<file path="config.mk">
export PLATFORM = sky130hd
export DESIGN_NAME = lpm_sequencer
export DESIGN_NICKNAME = d
export VERILOG_FILES = /design/src/rtl/lpm_pkg.sv /design/src/rtl/lpm_sync.sv /design/src/rtl/lpm_wake_detect.sv /design/src/rtl/lpm_settle_timer.sv /design/src/rtl/lpm_mode_fsm.sv /design/src/rtl/lpm_sequencer.sv
export SDC_FILE = /design/constraint.sdc
export NUM_CORES = 1
export LEC_CHECK = 0
export ABC_AREA = 1
export BUFFER_PORTS_ARGS = -buffer_cell sky130_fd_sc_hd__buf_2
export CAP_MARGIN = 20
export CORE_MARGIN = 8
export CORE_UTILIZATION = 34
export CTS_CLUSTER_DIAMETER = 120
export CTS_CLUSTER_SIZE = 24
export DETAILED_ROUTE_END_ITERATION = 6
export PLACE_DENSITY = 0.64
export SLEW_MARGIN = 25
export SYNTH_ARGS = -nofsm -noshare
export SYNTH_HDL_FRONTEND = slang
export SYNTH_SLANG_ARGS = --single-unit
export TNS_END_PERCENT = 20
</file>
<file path="constraint.sdc">
create_clock -name clk -period 1.5 [get_ports clk]
set_input_delay 0.15 -clock clk [delete_from_list [all_inputs] [get_ports clk]]
set_output_delay 0.15 -clock clk [all_outputs]
set_load 0.005 [all_outputs]
</file>
<file path="src/rtl/lpm_pkg.sv">
package lpm_pkg;

  typedef enum logic [2:0] {
    ST_RUN    = 3'd0,
    ST_SLEEP  = 3'd1,
    ST_SWSTBY = 3'd2,
    ST_SETTLE = 3'd3,
    ST_HWSTBY = 3'd4
  } lpm_state_e;

  localparam logic [1:0] MODE_RUN    = 2'd0;
  localparam logic [1:0] MODE_SLEEP  = 2'd1;
  localparam logic [1:0] MODE_SWSTBY = 2'd2;
  localparam logic [1:0] MODE_HWSTBY = 2'd3;

  // per-state output policy
  typedef struct packed {
    logic       cpg_en;
    logic       cpu_halt;
    logic       per_run;   // peripherals follow their stop bits
    logic       self_ref;
    logic [1:0] mode;
  } lpm_policy_t;

  function automatic lpm_policy_t policy_of(lpm_state_e st);
    lpm_policy_t p;
    case (st)
      ST_RUN:    p = '{cpg_en: 1'b1, cpu_halt: 1'b0, per_run: 1'b1, self_ref: 1'b0, mode: MODE_RUN};
      ST_SLEEP:  p = '{cpg_en: 1'b1, cpu_halt: 1'b1, per_run: 1'b1, self_ref: 1'b0, mode: MODE_SLEEP};
      ST_SWSTBY: p = '{cpg_en: 1'b0, cpu_halt: 1'b1, per_run: 1'b0, self_ref: 1'b1, mode: MODE_SWSTBY};
      ST_SETTLE: p = '{cpg_en: 1'b1, cpu_halt: 1'b1, per_run: 1'b0, self_ref: 1'b1, mode: MODE_SWSTBY};
      ST_HWSTBY: p = '{cpg_en: 1'b0, cpu_halt: 1'b1, per_run: 1'b0, self_ref: 1'b1, mode: MODE_HWSTBY};
      default:   p = '{cpg_en: 1'b1, cpu_halt: 1'b0, per_run: 1'b1, self_ref: 1'b0, mode: MODE_RUN};
    endcase
    return p;
  endfunction

endpackage

</file>
<file path="src/rtl/lpm_sync.sv">
module lpm_sync #(
  parameter int             W       = 1,
  parameter int             STAGES  = 2,
  parameter logic [W-1:0]   RST_VAL = '0
) (
  input  logic         clk,
  input  logic         rst_n,
  input  logic [W-1:0] d,
  output logic [W-1:0] q
);

  logic [W-1:0] stg [STAGES];

  always_ff @(posedge clk or negedge rst_n) begin
    if (!rst_n) stg[0] <= RST_VAL;
    else        stg[0] <= d;
  end

  for (genvar s = 1; s < STAGES; s++) begin : g_stage
    always_ff @(posedge clk or negedge rst_n) begin
      if (!rst_n) stg[s] <= RST_VAL;
      else        stg[s] <= stg[s-1];
    end
  end

  assign q = stg[STAGES-1];

endmodule

</file>
<file path="src/rtl/lpm_wake_detect.sv">
module lpm_wake_detect #(
  parameter int                NWAKE     = 5,
  parameter logic [NWAKE-1:0]  EDGE_MASK = 5'b00010
) (
  input  logic             clk,
  input  logic             rst_n,
  input  logic [NWAKE-1:0] src,
  output logic             wake_any
);

  logic [NWAKE-1:0] req;

  for (genvar i = 0; i < NWAKE; i++) begin : g_src
    if (EDGE_MASK[i]) begin : g_edge
      logic prev_q;
      always_ff @(posedge clk or negedge rst_n) begin
        if (!rst_n) prev_q <= 1'b0;
        else        prev_q <= src[i];
      end
      assign req[i] = src[i] & ~prev_q;
    end else begin : g_level
      assign req[i] = src[i];
    end
  end

  assign wake_any = |req;

endmodule

</file>
<file path="src/rtl/lpm_settle_timer.sv">
module lpm_settle_timer #(
  parameter int W = 8
) (
  input  logic         clk,
  input  logic         rst_n,
  input  logic         load,
  input  logic [W-1:0] load_val,
  output logic         done
);

  logic [W-1:0] cnt_q, cnt_d;
  logic         cnt_en;

  assign cnt_en = load | (cnt_q != '0);

  always_comb begin
    if (load) cnt_d = load_val;
    else      cnt_d = cnt_q - 1'b1;
  end

  always_ff @(posedge clk or negedge rst_n) begin
    if (!rst_n)      cnt_q <= '0;
    else if (cnt_en) cnt_q <= cnt_d;
  end

  assign done = (cnt_q == '0);

endmodule

</file>
<file path="src/rtl/lpm_mode_fsm.sv">
module lpm_mode_fsm
  import lpm_pkg::*;
(
  input  logic       clk,
  input  logic       rst_n,
  input  logic       mrst_n,
  input  logic       sleep_stb,
  input  logic       stby_sel,
  input  logic       wake_any,
  input  logic       hw_n_sync,
  input  logic       settle_done,
  output logic       settle_load,
  output lpm_state_e state_d
);

  lpm_state_e state_q;

  always_comb begin
    state_d = state_q;
    if (!hw_n_sync) begin
      state_d = ST_HWSTBY;
    end else begin
      case (state_q)
        ST_RUN: begin
          if (mrst_n && sleep_stb && !wake_any)
            state_d = stby_sel ? ST_SWSTBY : ST_SLEEP;
        end
        ST_SLEEP: begin
          if (!mrst_n || wake_any) state_d = ST_RUN;
        end
        ST_SWSTBY: begin
          if (!mrst_n || wake_any) state_d = ST_SETTLE;
        end
        ST_SETTLE: begin
          if (settle_done) state_d = ST_RUN;
        end
        ST_HWSTBY: state_d = ST_HWSTBY;
        default:   state_d = ST_RUN;
      endcase
    end
  end

  assign settle_load = (state_d == ST_SETTLE) && (state_q != ST_SETTLE);

  always_ff @(posedge clk or negedge rst_n) begin
    if (!rst_n) state_q <= ST_RUN;
    else        state_q <= state_d;
  end

endmodule

</file>
<file path="src/rtl/lpm_sequencer.sv">
module lpm_sequencer
  import lpm_pkg::*;
#(
  parameter int               NMOD           = 4,
  parameter int               NWAKE          = 5,
  parameter logic [NWAKE-1:0] WAKE_EDGE_MASK = 5'b00010,
  parameter int               SETTLE_W       = 8,
  parameter int               SYNC_STAGES    = 2
) (
  input  logic                clk,
  input  logic                rst_n,
  input  logic                mrst_n,
  input  logic                sleep_stb,
  input  logic                stby_sel,
  input  logic [NMOD-1:0]     mod_stop,
  input  logic                rtc_start,
  input  logic                hwstby_n,
  input  logic [NWAKE-1:0]    wake_src,
  input  logic [SETTLE_W-1:0] settle_cycles,
  output logic                cpg_en,
  output logic                cpu_halt,
  output logic [NMOD-1:0]     per_clk_en,
  output logic                rtc_clk_en,
  output logic                mem_self_refresh,
  output logic [1:0]          mode_code
);

  localparam logic [NMOD-1:0] ALL_ON = {NMOD{1'b1}};

  logic        hw_n_sync;
  logic        wake_any;
  logic        settle_load;
  logic        settle_done;
  lpm_state_e  state_d;
  lpm_policy_t pol_d;
  logic [NMOD-1:0] per_d;

  lpm_sync #(.W(1), .STAGES(SYNC_STAGES), .RST_VAL(1'b1)) u_hw_sync (
    .clk   (clk),
    .rst_n (rst_n),
    .d     (hwstby_n),
    .q     (hw_n_sync)
  );

  lpm_wake_detect #(.NWAKE(NWAKE), .EDGE_MASK(WAKE_EDGE_MASK)) u_wake (
    .clk      (clk),
    .rst_n    (rst_n),
    .src      (wake_src),
    .wake_any (wake_any)
  );

  lpm_settle_timer #(.W(SETTLE_W)) u_settle (
    .clk      (clk),
    .rst_n    (rst_n),
    .load     (settle_load),
    .load_val (settle_cycles),
    .done     (settle_done)
  );

  lpm_mode_fsm u_fsm (
    .clk         (clk),
    .rst_n       (rst_n),
    .mrst_n      (mrst_n),
    .sleep_stb   (sleep_stb),
    .stby_sel    (stby_sel),
    .wake_any    (wake_any),
    .hw_n_sync   (hw_n_sync),
    .settle_done (settle_done),
    .settle_load (settle_load),
    .state_d     (state_d)
  );

  // outputs are registered from the next state, so they line up with it
  always_comb begin
    pol_d = policy_of(state_d);
    per_d = pol_d.per_run ? ~mod_stop : '0;
  end

  always_ff @(posedge clk or negedge rst_n) begin
    if (!rst_n) begin
      cpg_en           <= 1'b1;
      cpu_halt         <= 1'b0;
      per_clk_en       <= ALL_ON;
      rtc_clk_en       <= 1'b0;
      mem_self_refresh <= 1'b0;
      mode_code        <= MODE_RUN;
    end else begin
      cpg_en           <= pol_d.cpg_en;
      cpu_halt         <= pol_d.cpu_halt;
      per_clk_en       <= per_d;
      rtc_clk_en       <= rtc_start;
      mem_self_refresh <= pol_d.self_ref;
      mode_code        <= pol_d.mode;
    end
  end

endmodule

</file>
==> qor.txt, run 1 <==
top flop regs -> u_settle.cnt_q (8), per_clk_en (4), u_fsm.state_q (3)
drt initial violations -> 31
most frequent cell after synthesis -> nand2_1
worst-case clock buffer depth -> 2
pin count of the biggest net entering global routing -> 24
IR Drop Worst-Case VDD -> 0.370 mV
CP startpoint -> u_fsm.state_q[0]
Top reg by flops -> u_settle.cnt_q
PortBufs -> 33
Post-synth EDFFs -> 0
area leader, netlist -> dfrtp_1
core area -> 3550 um2
relative slew slack -> 66.0%
first-pass GRT wire length -> 4590 um
Slew Limit Fails -> 0
Die Area -> 5780 um2
Clk pin slew, worst setup/hold paths -> 0.12 ns
Final setup viols -> 0
post-route ant nets -> 0
antenna violations before repair -> 0
Synth area leaders -> dfrtp_1, dfstp_2, nand2_1
R2R setup slack -> 0.003 ns
Max FO, Critical Path -> 8
reg2reg path depth -> 10
startpoint types -> flip-flop
Layout Cells excl Fill -> 239
min cycle time layout -> 1.50 ns
synthesized flop and latch total -> 23
status -> complete, no violations
DRC -> 0
arrival time worst endpoint -> 1.71 ns
Mapped Cells -> 137
nature of the critical path endpoint -> flip-flop
vias in the first global route -> 1057
Worst-Margin Slew -> 0.509 ns
ys flop type -> dfrtp_1
max FFs per register -> 8
Cell Rows -> 22
H-tree depth -> 1
CP max-delay cell -> dfrtp_1
Setup TNS Final -> 0 ns
fin crit share -> 99.8%
routed via count -> 1012
root buffer cell -> clkbuf_4
layout overhead on the synthesized area -> 35.1%
vias per cell -> 4.23
drt pass-1 iters -> 4
IO Count -> 34
Pwr Total -> 1900 uW
die height -> 76.1 um
Maximum Capacitance Violations -> 0
All-Layer GR Usage -> 9.44%
Critical Path RT -> 1.71 ns
CTS sink cnt -> 23
Routed WL -> 2620 um
Layout Nets -> 217
PwrDens -> 1150 nW/um2
Synth Cell Area -> 1230 um2
fraction of layout cells with a size suffix above 1 -> 48.7%
ys async rst share -> 100%
sequential-to-total area share from yosys stat -> 47.7%
most frequent cells after synthesis -> nand2_1, inv_1, dfrtp_1, nand3_1
CP Cell Sequence -> inv_2 > nand2_2 > nor2_4 > nand3_2 > nand3_4 > nand2_4 > nor2_8 > nand3b_1 > nand2_1 > inv_1
hold crit path type -> input port to flip-flop
Clock Latency Late Sink -> 0.31 ns
Mapped Avg Cell Area -> 8.95 um2
Crit. path cell count -> 10
WHS -> 0.0777 ns
terminus of the critical flop-to-flop path -> u_settle.cnt_q[4]
worst r2r src -> u_fsm.state_q[0]
die width -> 76.1 um
CP bufs+invs -> 2
RSZ-0062 raised after global routing -> true
Leak -> 0.000917 uW
HPWL Detailed -> 2020 um
FILL cells -> 347
clk_skew -> 0.00384 ns
Peak Freq -> 0.668 GHz
GPL Wtd Cong -> 0.788
Yosys cell types -> 26
syn_nets -> 162
Final Hold Viols -> 0
GRT overflow -> 0
diodes inserted -> 0
Placed Cells incl. Taps -> 224
CP endpoint -> u_settle.cnt_q[4]
top-area cell type share of the netlist area -> 32.7%
Initial Utilization -> 34.5%
WS Path Type -> flip-flop to flip-flop
drt wl/cell -> 10.9 um
TritonCTS Buffers -> 3
Crit path largest cell delay -> 0.42 ns
Worst path top cell family by delay -> simple AND/OR/NAND/NOR gates
warnings from Yosys -> 0
TritonCTS clock tree -> done
## how the worst min path moves through the flow
stage,end,cells past startpoint,startpoint
floorplan,cpu_halt,0,rst_n
global placement,u_settle.cnt_q[5],1,rst_n
detailed placement,u_settle.cnt_q[5],1,rst_n
CTS,u_settle.cnt_q[3],3,settle_cycles[3]
global route,u_settle.cnt_q[6],3,settle_cycles[6]
finish,u_settle.cnt_q[3],3,settle_cycles[3]
## through the flow
step / utilization, % / cell area, um2 / worst slack (ns)
global placement: 42.4 / 1510 / -0.0100
CTS: 46.1 / 1640 / -0.0168
finish: 46.7 / 1660 / 0.00291
global route: 46.7 / 1660 / -0.100
floorplan: - / 1230 / 0.00594
detailed placement: 42.4 / 1510 / -0.0343
## logic make-up (layout without fill, tap and decap cells)
| logic type | after synthesis | in the layout | share of synthesized area [%] |
|---|---|---|---|
| compound gates | 6 | 6 | 2.55 |
| xor+xnor | 5 | 5 | 3.57 |
| fa+ha+maj | 1 | 1 | 1.02 |
| buf+inv | 27 | 81 | 8.57 |
| flops | 23 | 23 | 47.7 |
| simple gates | 75 | 75 | 36.6 |
## worst reg2reg max path, stage by stage, from the launching register on
cell and delay (ns):
dfrtp_1 0.42, inv_2 0.10, nand2_2 0.08, nor2_4 0.13, nand3_2 0.10, nand3_4 0.12
nand2_4 0.09, nor2_8 0.14, nand3b_1 0.09, nand2_1 0.08, inv_1 0.04
## per-layer routing
metal | track usage, % | part of all wire, %
met5 | 0 | 0
met4 | 2.69 | 1.3
met3 | 3.54 | 6.8
met2 | 16.1 | 50
met1 | 10.7 | 42
## layout make-up
type | instances | area (um2) | area share (%)
Sequential cell | 23 | 584 | 35.3
Multi-Input combinational cell | 87 | 568 | 34.3
Timing Repair Buffer | 51 | 320 | 19.3
Inverter | 26 | 97.6 | 5.89
Tap cell | 48 | 60.1 | 3.63
Clock buffer | 4 | 26.3 | 1.59
## power by group
group / internal [uW] / leakage, uW / switching [uW] / total, uW
Clock: 104 / 0.0000150 / 179 / 283
Sequential: 742 / 0.000256 / 69.3 / 812
Combinational: 395 / 0.000646 / 411 / 806
Total: 1240 / 0.000917 / 659 / 1900
## repair_timing
item | 4_1_cts | 5_1_grt
hold buffers | 8 | 0
resized for setup | 5 | 4
setup buffers | 2 | 1
pin swaps | 10 | 1
setup endpoints to repair | 12 | 16
hold endpoints to repair | 23 | 0
## placed cells by master, fill, tap and decap left out, types with 3 or more instances in the layout
cell type	synthesis	final
nand3_2	3	4
nand2_4	3	3
buf_2	0	33
nand3_1	13	12
nor2_1	8	8
dfrtp_1	16	16
xor2_1	5	5
nand2_2	6	8
nor2_4	3	3
inv_1	18	15
inv_2	8	11
clkbuf_4	0	3
dlygate4sd3_1	0	8
nand2_1	26	24
dfstp_2	7	7
buf_4	1	10
(Power assumes the default switching activity.)
==> inputs of run 2 (changes only) <==
- CELL_PAD_IN_SITES_DETAIL_PLACEMENT: unset -> 0
- CELL_PAD_IN_SITES_GLOBAL_PLACEMENT: unset -> 2
- CORE_UTILIZATION: 34 -> 27
- PLACE_DENSITY: 0.64 -> 0.8
- SLEW_MARGIN: 25 -> 20
==> run 2 against run 1 <==
Compared with the run above:
- the flow now finishes with violations (negative setup slack)
- worst setup slack got worse by 0.019 ns
- largest power group is now combinational logic
- final area increased by 4.5%
- non-clock buffer count increased by 2
- worst hold slack improved by 0.036 ns
- highest routed layer unchanged
- routed wire length increased by 9.6%
- critical endpoint is now cpu_halt
- critical path depth unchanged
==> qor.txt, run 2 (synthesis results as in run 1) <==
Cell Rows -> 24 (+9.1%)
FILL cells -> 448 (+29%)
hold path cells -> 3 (unchanged)
RSZ-0062 raised after global routing -> true
worst-case clock buffer depth -> 2 (unchanged)
min cycle time layout -> 1.52 ns (+0.0195 ns)
CTS sink cnt -> 23 (unchanged)
Peak Freq -> 0.659 GHz (-1.3%)
WHS -> 0.114 ns (+0.0363 ns)
vias in the first global route -> 1147 (+8.5%)
arrival time worst endpoint -> 1.66 ns (-0.05 ns)
HPWL Detailed -> 2230 um (+11%)
diodes inserted -> 0 (unchanged)
Clock power frac -> 19.0% (+4.1 points)
IO Count -> 34 (unchanged)
top flop regs -> u_settle.cnt_q (8), per_clk_en (4), u_fsm.state_q (3)
layout overhead on the synthesized area -> 41.1%
hold endpoint -> u_settle.cnt_q[7]
routed via count -> 1044 (+3.2%)
Seq pwr share -> 38.9% (-3.8 points)
WS Path Type -> flip-flop to flip-flop
Layout Nets -> 220 (+1.4%)
status -> finished, violations left
nature of the critical path endpoint -> flip-flop
drt initial violations -> 24 (-23%)
DP Worst Slack -> -0.0960 ns (-0.0617 ns)
PortBufs -> 33 (unchanged)
switching portion of total power -> 34.1% (-0.54 points)
fraction of layout cells with a size suffix above 1 -> 50.0% (+1.3 points)
Clock Latency Late Sink -> 0.27 ns (-0.04 ns)
Critical Path RT -> 1.64 ns (-0.07 ns)
cell internal pwr -> 1370 uW (+10%)
fin worst setup slack -> -0.0166 ns (-0.0195 ns)
die height -> 83.4 um (+9.6%)
Final setup viols -> 4 (+4)
relative slew slack -> 66.3% (+0.25 points)
drt pass-1 iters -> 2 (-2)
first-pass GRT wire length -> 4980 um (+8.6%)
NetSw -> 711 uW (+7.9%)
hold wc startpoint -> settle_cycles[7]
TritonCTS clock tree -> done
Die Area -> 6950 um2 (+20%)
max FFs per register -> 8 (unchanged)
antenna violations before repair -> 0 (unchanged)
Routed WL -> 2870 um (+9.6%)
Top reg by flops -> u_settle.cnt_q
drt wl/cell -> 11.7 um (+6.4%)
Initial Utilization -> 28.2% (-6.4 points)
Final Hold Viols -> 0 (unchanged)
root buffer cell -> clkbuf_8
Worst-Margin Slew -> 0.506 ns (-0.00374 ns)
R2R setup slack -> -0.02 ns (-0.02 ns)
failing checks -> negative setup slack
Max FO, Critical Path -> 4 (-4)
die width -> 83.4 um (+9.6%)
pin count of the biggest net entering global routing -> 24 (unchanged)
worst r2r src -> u_settle.cnt_q[0]
Maximum Capacitance Violations -> 0 (unchanged)
Setup TNS Final -> -0.0245 ns (-0.0245 ns)
commonest non-fill, non-tap cell in the layout -> buf_2
Clk pin slew, worst setup/hold paths -> 0.09 ns (-0.03 ns)
most frequent cells in the layout -> buf_2, nand2_1, dfrtp_1
TritonCTS Buffers -> 3 (unchanged)
core area -> 4350 um2 (+23%)
GRT overflow -> 0 (unchanged)
fin crit share -> 101% (+1.3 points)
Leak -> 0.000943 uW (+2.9%)
post-route ant nets -> 0 (unchanged)
startpoint types -> flip-flop
vias per cell -> 4.24 (+0.23%)
reg2reg path depth -> 10 (unchanged)
DRC -> 0 (unchanged)
Slew Limit Fails -> 0 (unchanged)
hold crit path type -> input port to flip-flop
power share of the combinational group -> 42.0% (-0.4 points)
clk_skew -> 0.00945 ns (+0.00561 ns)
IR Drop Worst-Case VDD -> 0.443 mV (+20%)
GPL Wtd Cong -> 0.739 (-6.2%)
terminus of the critical flop-to-flop path -> cpu_halt
All-Layer GR Usage -> 8.60% (-0.84 points)
H-tree depth -> 1 (unchanged)
PwrDens -> 1200 nW/um2 (+4.9%)
run 2: worst max-delay path by stage:
| stage | from | endpoint | slack, ns | depth (start not counted) |
|---|---|---|---|---|
| after floorplan | u_settle.cnt_q[0] | u_settle.cnt_q[1] | 0.006 | 11 |
| after global placement | u_settle.cnt_q[0] | u_settle.cnt_q[0] | 0.002 | 11 |
| after detailed placement | u_settle.cnt_q[0] | u_settle.cnt_q[1] | -0.1 | 12 |
| after CTS | u_settle.cnt_q[0] | u_settle.cnt_q[0] | -0.05 | 12 |
| after global routing | u_fsm.state_q[0] | u_settle.cnt_q[4] | -0.12 | 10 |
| final | u_settle.cnt_q[0] | cpu_halt | -0.02 | 10 |
run 2: per-layer routing:
metal	share of wire [%]	up-vias	track usage, %
met1	43	481	8.76
met2	52	19	15.9
met3	4.0	4	2.93
li1	-	540	-
met4	1.0	0	2.72
met5	0	-	0
run 2: critical path: stages, from the launching register on:
cell	delay, ns
dfrtp_1	0.40
inv_2	0.08
ha_4	0.14
nand2_4	0.05
nor2_4	0.10
nand2_4	0.07
nand2_4	0.09
nand3_4	0.13
nand2_4	0.13
buf_4	0.12
nand3_1	0.07
run 2: cell type report:
| type | count | area [um2] | share of cell area, % |
|---|---|---|---|
| Multi-Input combinational cell | 88 | 599 | 34.6 |
| Sequential cell | 23 | 584 | 33.8 |
| Timing Repair Buffer | 53 | 335 | 19.4 |
| Inverter | 26 | 97.6 | 5.64 |
| Tap cell | 52 | 65.1 | 3.76 |
| Clock buffer | 3 | 41.3 | 2.39 |
| Clock inverter | 1 | 7.51 | 0.434 |
run 2: repair_timing:
item	in CTS	in global routing
cloned	1	0
buffers inserted	3	2
pin swaps	10	7
hold buffers	7	1
setup endpoints to repair	16	16
gates resized for setup	8	4
endpoints found under the hold margin	22	1
run 2: metrics by stage:
step	util [%]	cell area, um2	instances	power (uW)
finish	39.7	1730	246	2080
global placement	34.7	1510	228	1530
detailed placement	34.7	1510	228	1550
CTS	38.9	1690	243	2080
floorplan	-	1230	137	1300
global route	39.7	1730	246	2280
run 2: power groups by stage:
| stage | clock network (uW) | registers [uW] | logic (uW) |
|---|---|---|---|
| floorplan | 0 | 811 | 493 |
| global placement | 0 | 813 | 716 |
| detailed placement | 0 | 820 | 729 |
| CTS | 417 | 813 | 854 |
| global route | 455 | 822 | 1000 |
| finish | 396 | 810 | 875 |
==> inputs of run 3 (changes only) <==
- ABC_AREA: 1 -> unset
- CORE_MARGIN: 8 -> 2
- CORE_UTILIZATION: 27 -> 28
==> run 3 against run 2 <==
Compared with the run above:
- the run still ends with negative setup slack left
- sequential power up 6.9%
- critical path depth down 4
- largest power group is now sequential cells
- synthesized area down 10%
- critical endpoint unchanged
- highest routed layer unchanged
- largest cell class is now flip-flops and latches
- clock-buffer cell count unchanged
- synthesized cell count down 28%
- sequential cell count unchanged
- final area down 4.0%
==> qor.txt, run 3 <==
status -> finished, violations left
failing checks -> negative setup slack
Synth Cell Area -> 1100 um2 (-10%)
Initial Utilization -> 29.6% (+1.4 points)
Mapped Cells -> 98 (-28%)
area leader, netlist -> dfrtp_1
most frequent cell after synthesis -> dfrtp_1
DP Area -> 1420 um2 (-6.0%)
Max FO, Critical Path -> 7 (+3)
top flop regs -> u_settle.cnt_q (8), per_clk_en (4), u_fsm.state_q (3)
PortBufs -> 33 (unchanged)
core area -> 3720 um2 (-15%)
H-tree depth -> 1 (unchanged)
vias per cell -> 4.58 (+7.9%)
Mapped Avg Cell Area -> 11.2 um2 (+25%)
CTS sink cnt -> 23 (unchanged)
fin worst setup slack -> -0.0368 ns (-0.0202 ns)
first-pass GRT wire length -> 3900 um (-22%)
Slew Limit Fails -> 0 (unchanged)
most frequent cells after synthesis -> dfrtp_1, inv_1, nand2_1, dfstp_2, nor2_1
fin crit share -> 102% (+1.3 points)
FILL cells -> 355 (-21%)
layout overhead on the synthesized area -> 51.3%
syn_nets -> 123 (-24%)
ys flop type -> dfrtp_1
Final setup viols -> 2 (-2)
HPWL Detailed -> 1840 um (-17%)
Maximum Capacitance Violations -> 0 (unchanged)
GPL Wtd Cong -> 0.826 (+12%)
max FFs per register -> 8 (unchanged)
Crit path largest cell delay -> 0.39 ns (about the same)
GRT overflow -> 0 (unchanged)
IR Drop Worst-Case VDD -> 0.530 mV (+20%)
RSZ-0062 raised after global routing -> true
sequential-to-total area share from yosys stat -> 53.2% (+5.5 points)
Clock Latency Late Sink -> 0.26 ns (about the same)
DRC -> 0 (unchanged)
Worst-Margin Slew -> 0.491 ns (-0.0143 ns)
Cell Rows -> 22 (-8.3%)
die height -> 66.6 um (-20%)
Yosys cell types -> 36 (+38%)
startpoint types -> flip-flop
WS Path Type -> flip-flop to flip-flop
Critical Path RT -> 1.65 ns (about the same)
warnings from Yosys -> 0 (unchanged)
relative slew slack -> 67.2% (+0.95 points)
Layout Nets -> 182 (-17%)
fraction of layout cells with a size suffix above 1 -> 52.6% (+2.6 points)
IO Count -> 34 (unchanged)
drt wl/cell -> 12.0 um (+2.9%)
pin count of the biggest net entering global routing -> 24 (unchanged)
nature of the critical path endpoint -> flip-flop
root buffer cell -> clkbuf_8
top-area cell type share of the netlist area -> 36.4% (+3.8 points)
PwrDens -> 1240 nW/um2 (+2.7%)
design area -> 1660 um2 (-4.0%)
CP Cell Sequence -> inv_2 > ha_4 > nor4b_4 > a311o_2 > o211ai_4 > o21bai_1
ys async rst share -> 100% (unchanged)
Die Area -> 4440 um2 (-36%)
commonest non-fill, non-tap cell in the layout -> buf_2
CP max-delay cell -> dfrtp_1
TritonCTS clock tree -> done
die width -> 66.6 um (-20%)
Synth area leaders -> dfrtp_1, dfstp_2, inv_1
post-route ant nets -> 0 (unchanged)
All-Layer GR Usage -> 12.0% (+3.4 points)
worst-case clock buffer depth -> 2 (unchanged)
R2R setup slack -> -0.04 ns (-0.02 ns)
min cycle time layout -> 1.54 ns (+0.0202 ns)
Routed WL -> 2450 um (-15%)
diodes inserted -> 0 (unchanged)
drt pass-1 iters -> 4 (+2)
Final Hold Viols -> 0 (unchanged)
drt initial violations -> 19 (-21%)
Leak -> 0.000742 uW (-21%)
Multi-input gate area -> 576 um2 (-4.0%)
DP Worst Slack -> -0.115 ns (-0.0188 ns)
synthesized flop and latch total -> 23 (unchanged)
hold crit path type -> input port to flip-flop
Top reg by flops -> u_settle.cnt_q
most frequent cells in the layout -> buf_2, dfrtp_1, buf_4
Peak Freq -> 0.651 GHz (-1.3%)
routed via count -> 934 (-11%)
register area -> 584 um2 (unchanged)
vias in the first global route -> 888 (-23%)
arrival time worst endpoint -> 1.69 ns (+0.03 ns)
TritonCTS Buffers -> 3 (unchanged)
antenna violations before repair -> 0 (unchanged)
Clk pin slew, worst setup/hold paths -> 0.08 ns (about the same)
clk_skew -> 0.00394 ns (-0.00551 ns)
Post-synth EDFFs -> 0 (unchanged)
[run 3: cell count changes in the layout (fill, tap and decap cells not counted), sizes merged, moves of 3 or more]
cell	before	now
o21ai	3	7
nand2	35	8
o31ai	0	3
xnor2	0	3
inv	26	8
nor2	14	7
nand3	17	3
nand2b	0	4
buf	45	48
xor2	5	1
[run 3: worst paths after layout]
path,startpoint,end,cells past startpoint
min in group asynchronous,rst_n,rtc_clk_en,2
max reg2reg,u_settle.cnt_q[1],cpu_halt,6
max in group asynchronous,rst_n,per_clk_en[2],2
min reg2reg,u_hw_sync.stg[1],u_hw_sync.q,0
max,u_settle.cnt_q[1],cpu_halt,6
min,settle_cycles[3],u_settle.cnt_q[3],3
[run 3: cell type report]
type | instances | share of cell area [%]
well taps | 48 | 3.61
inverters | 8 | 1.81
multi-input cells | 65 | 34.6
clock inverters | 1 | 0.301
repair buffers | 56 | 22.0
flip-flops and latches | 23 | 35.2
clock buffers | 3 | 2.48
[run 3: repair_timing]
action | in CTS | in global routing
buffers inserted | 3 | 0
setup endpoints to repair | 13 | 17
hold endpoints to repair | 23 | 0
hold buffers | 8 | 0
pin swaps | 3 | 4
gates resized for setup | 2 | 16
[run 3: cell families after synthesis]
| kind of cell | synth area share (%) |
|---|---|
| multiplexers | 3.87 |
| flip-flops | 53.2 |
| adder cells (fa/ha/maj) | 1.14 |
| XOR/XNOR | 3.19 |
| AO/OA/AOI/OAI | 16.3 |
| AND/OR/NAND/NOR | 18.5 |
| buffers and inverters | 3.87 |
[run 3: routing by layer]
layer / GRT usage [%] / routed length [um] / vias to the layer above
met5: 0 / 0 / -
met4: 4.59 / 39 / 0
li1: - / - / 467
met1: 14.8 / 1100 / 429
met2: 19.8 / 1160 / 33
met3: 3.21 / 149 / 5
[run 3: per-stage QoR]
stage | std cells | setup TNS (ns) | hold WS (ns) | utilization [%] | total power, uW
global route | 204 | -0.463 | 0.0882 | 44.7 | 2210
floorplan | 98 | -0.0122 | -0.146 | - | 1240
finish | 204 | -0.0510 | 0.0879 | 44.7 | 2050
detailed placement | 189 | -0.390 | 0.146 | 38.2 | 1530
global placement | 189 | -0.0527 | 0.145 | 38.2 | 1500
CTS | 204 | -0.139 | 0.0843 | 42.4 | 1980
[run 3: report_power, final]
group	internal, uW	leakage [uW]	switching, uW	total [uW]
clock network	185	0.0000255	194	379
registers	743	0.000253	122	866
logic	470	0.000464	337	807
total	1400	0.000742	653	2050
[run 3: critical path, delay by kind of cell, from the launching register on]
| family | cells | cell delay, ns |
|---|---|---|
| simple gates | 1 | 0.25 |
| compound gates | 3 | 0.55 |
| flops | 1 | 0.39 |
| buf+inv | 1 | 0.08 |
| fa+ha+maj | 1 | 0.14 |
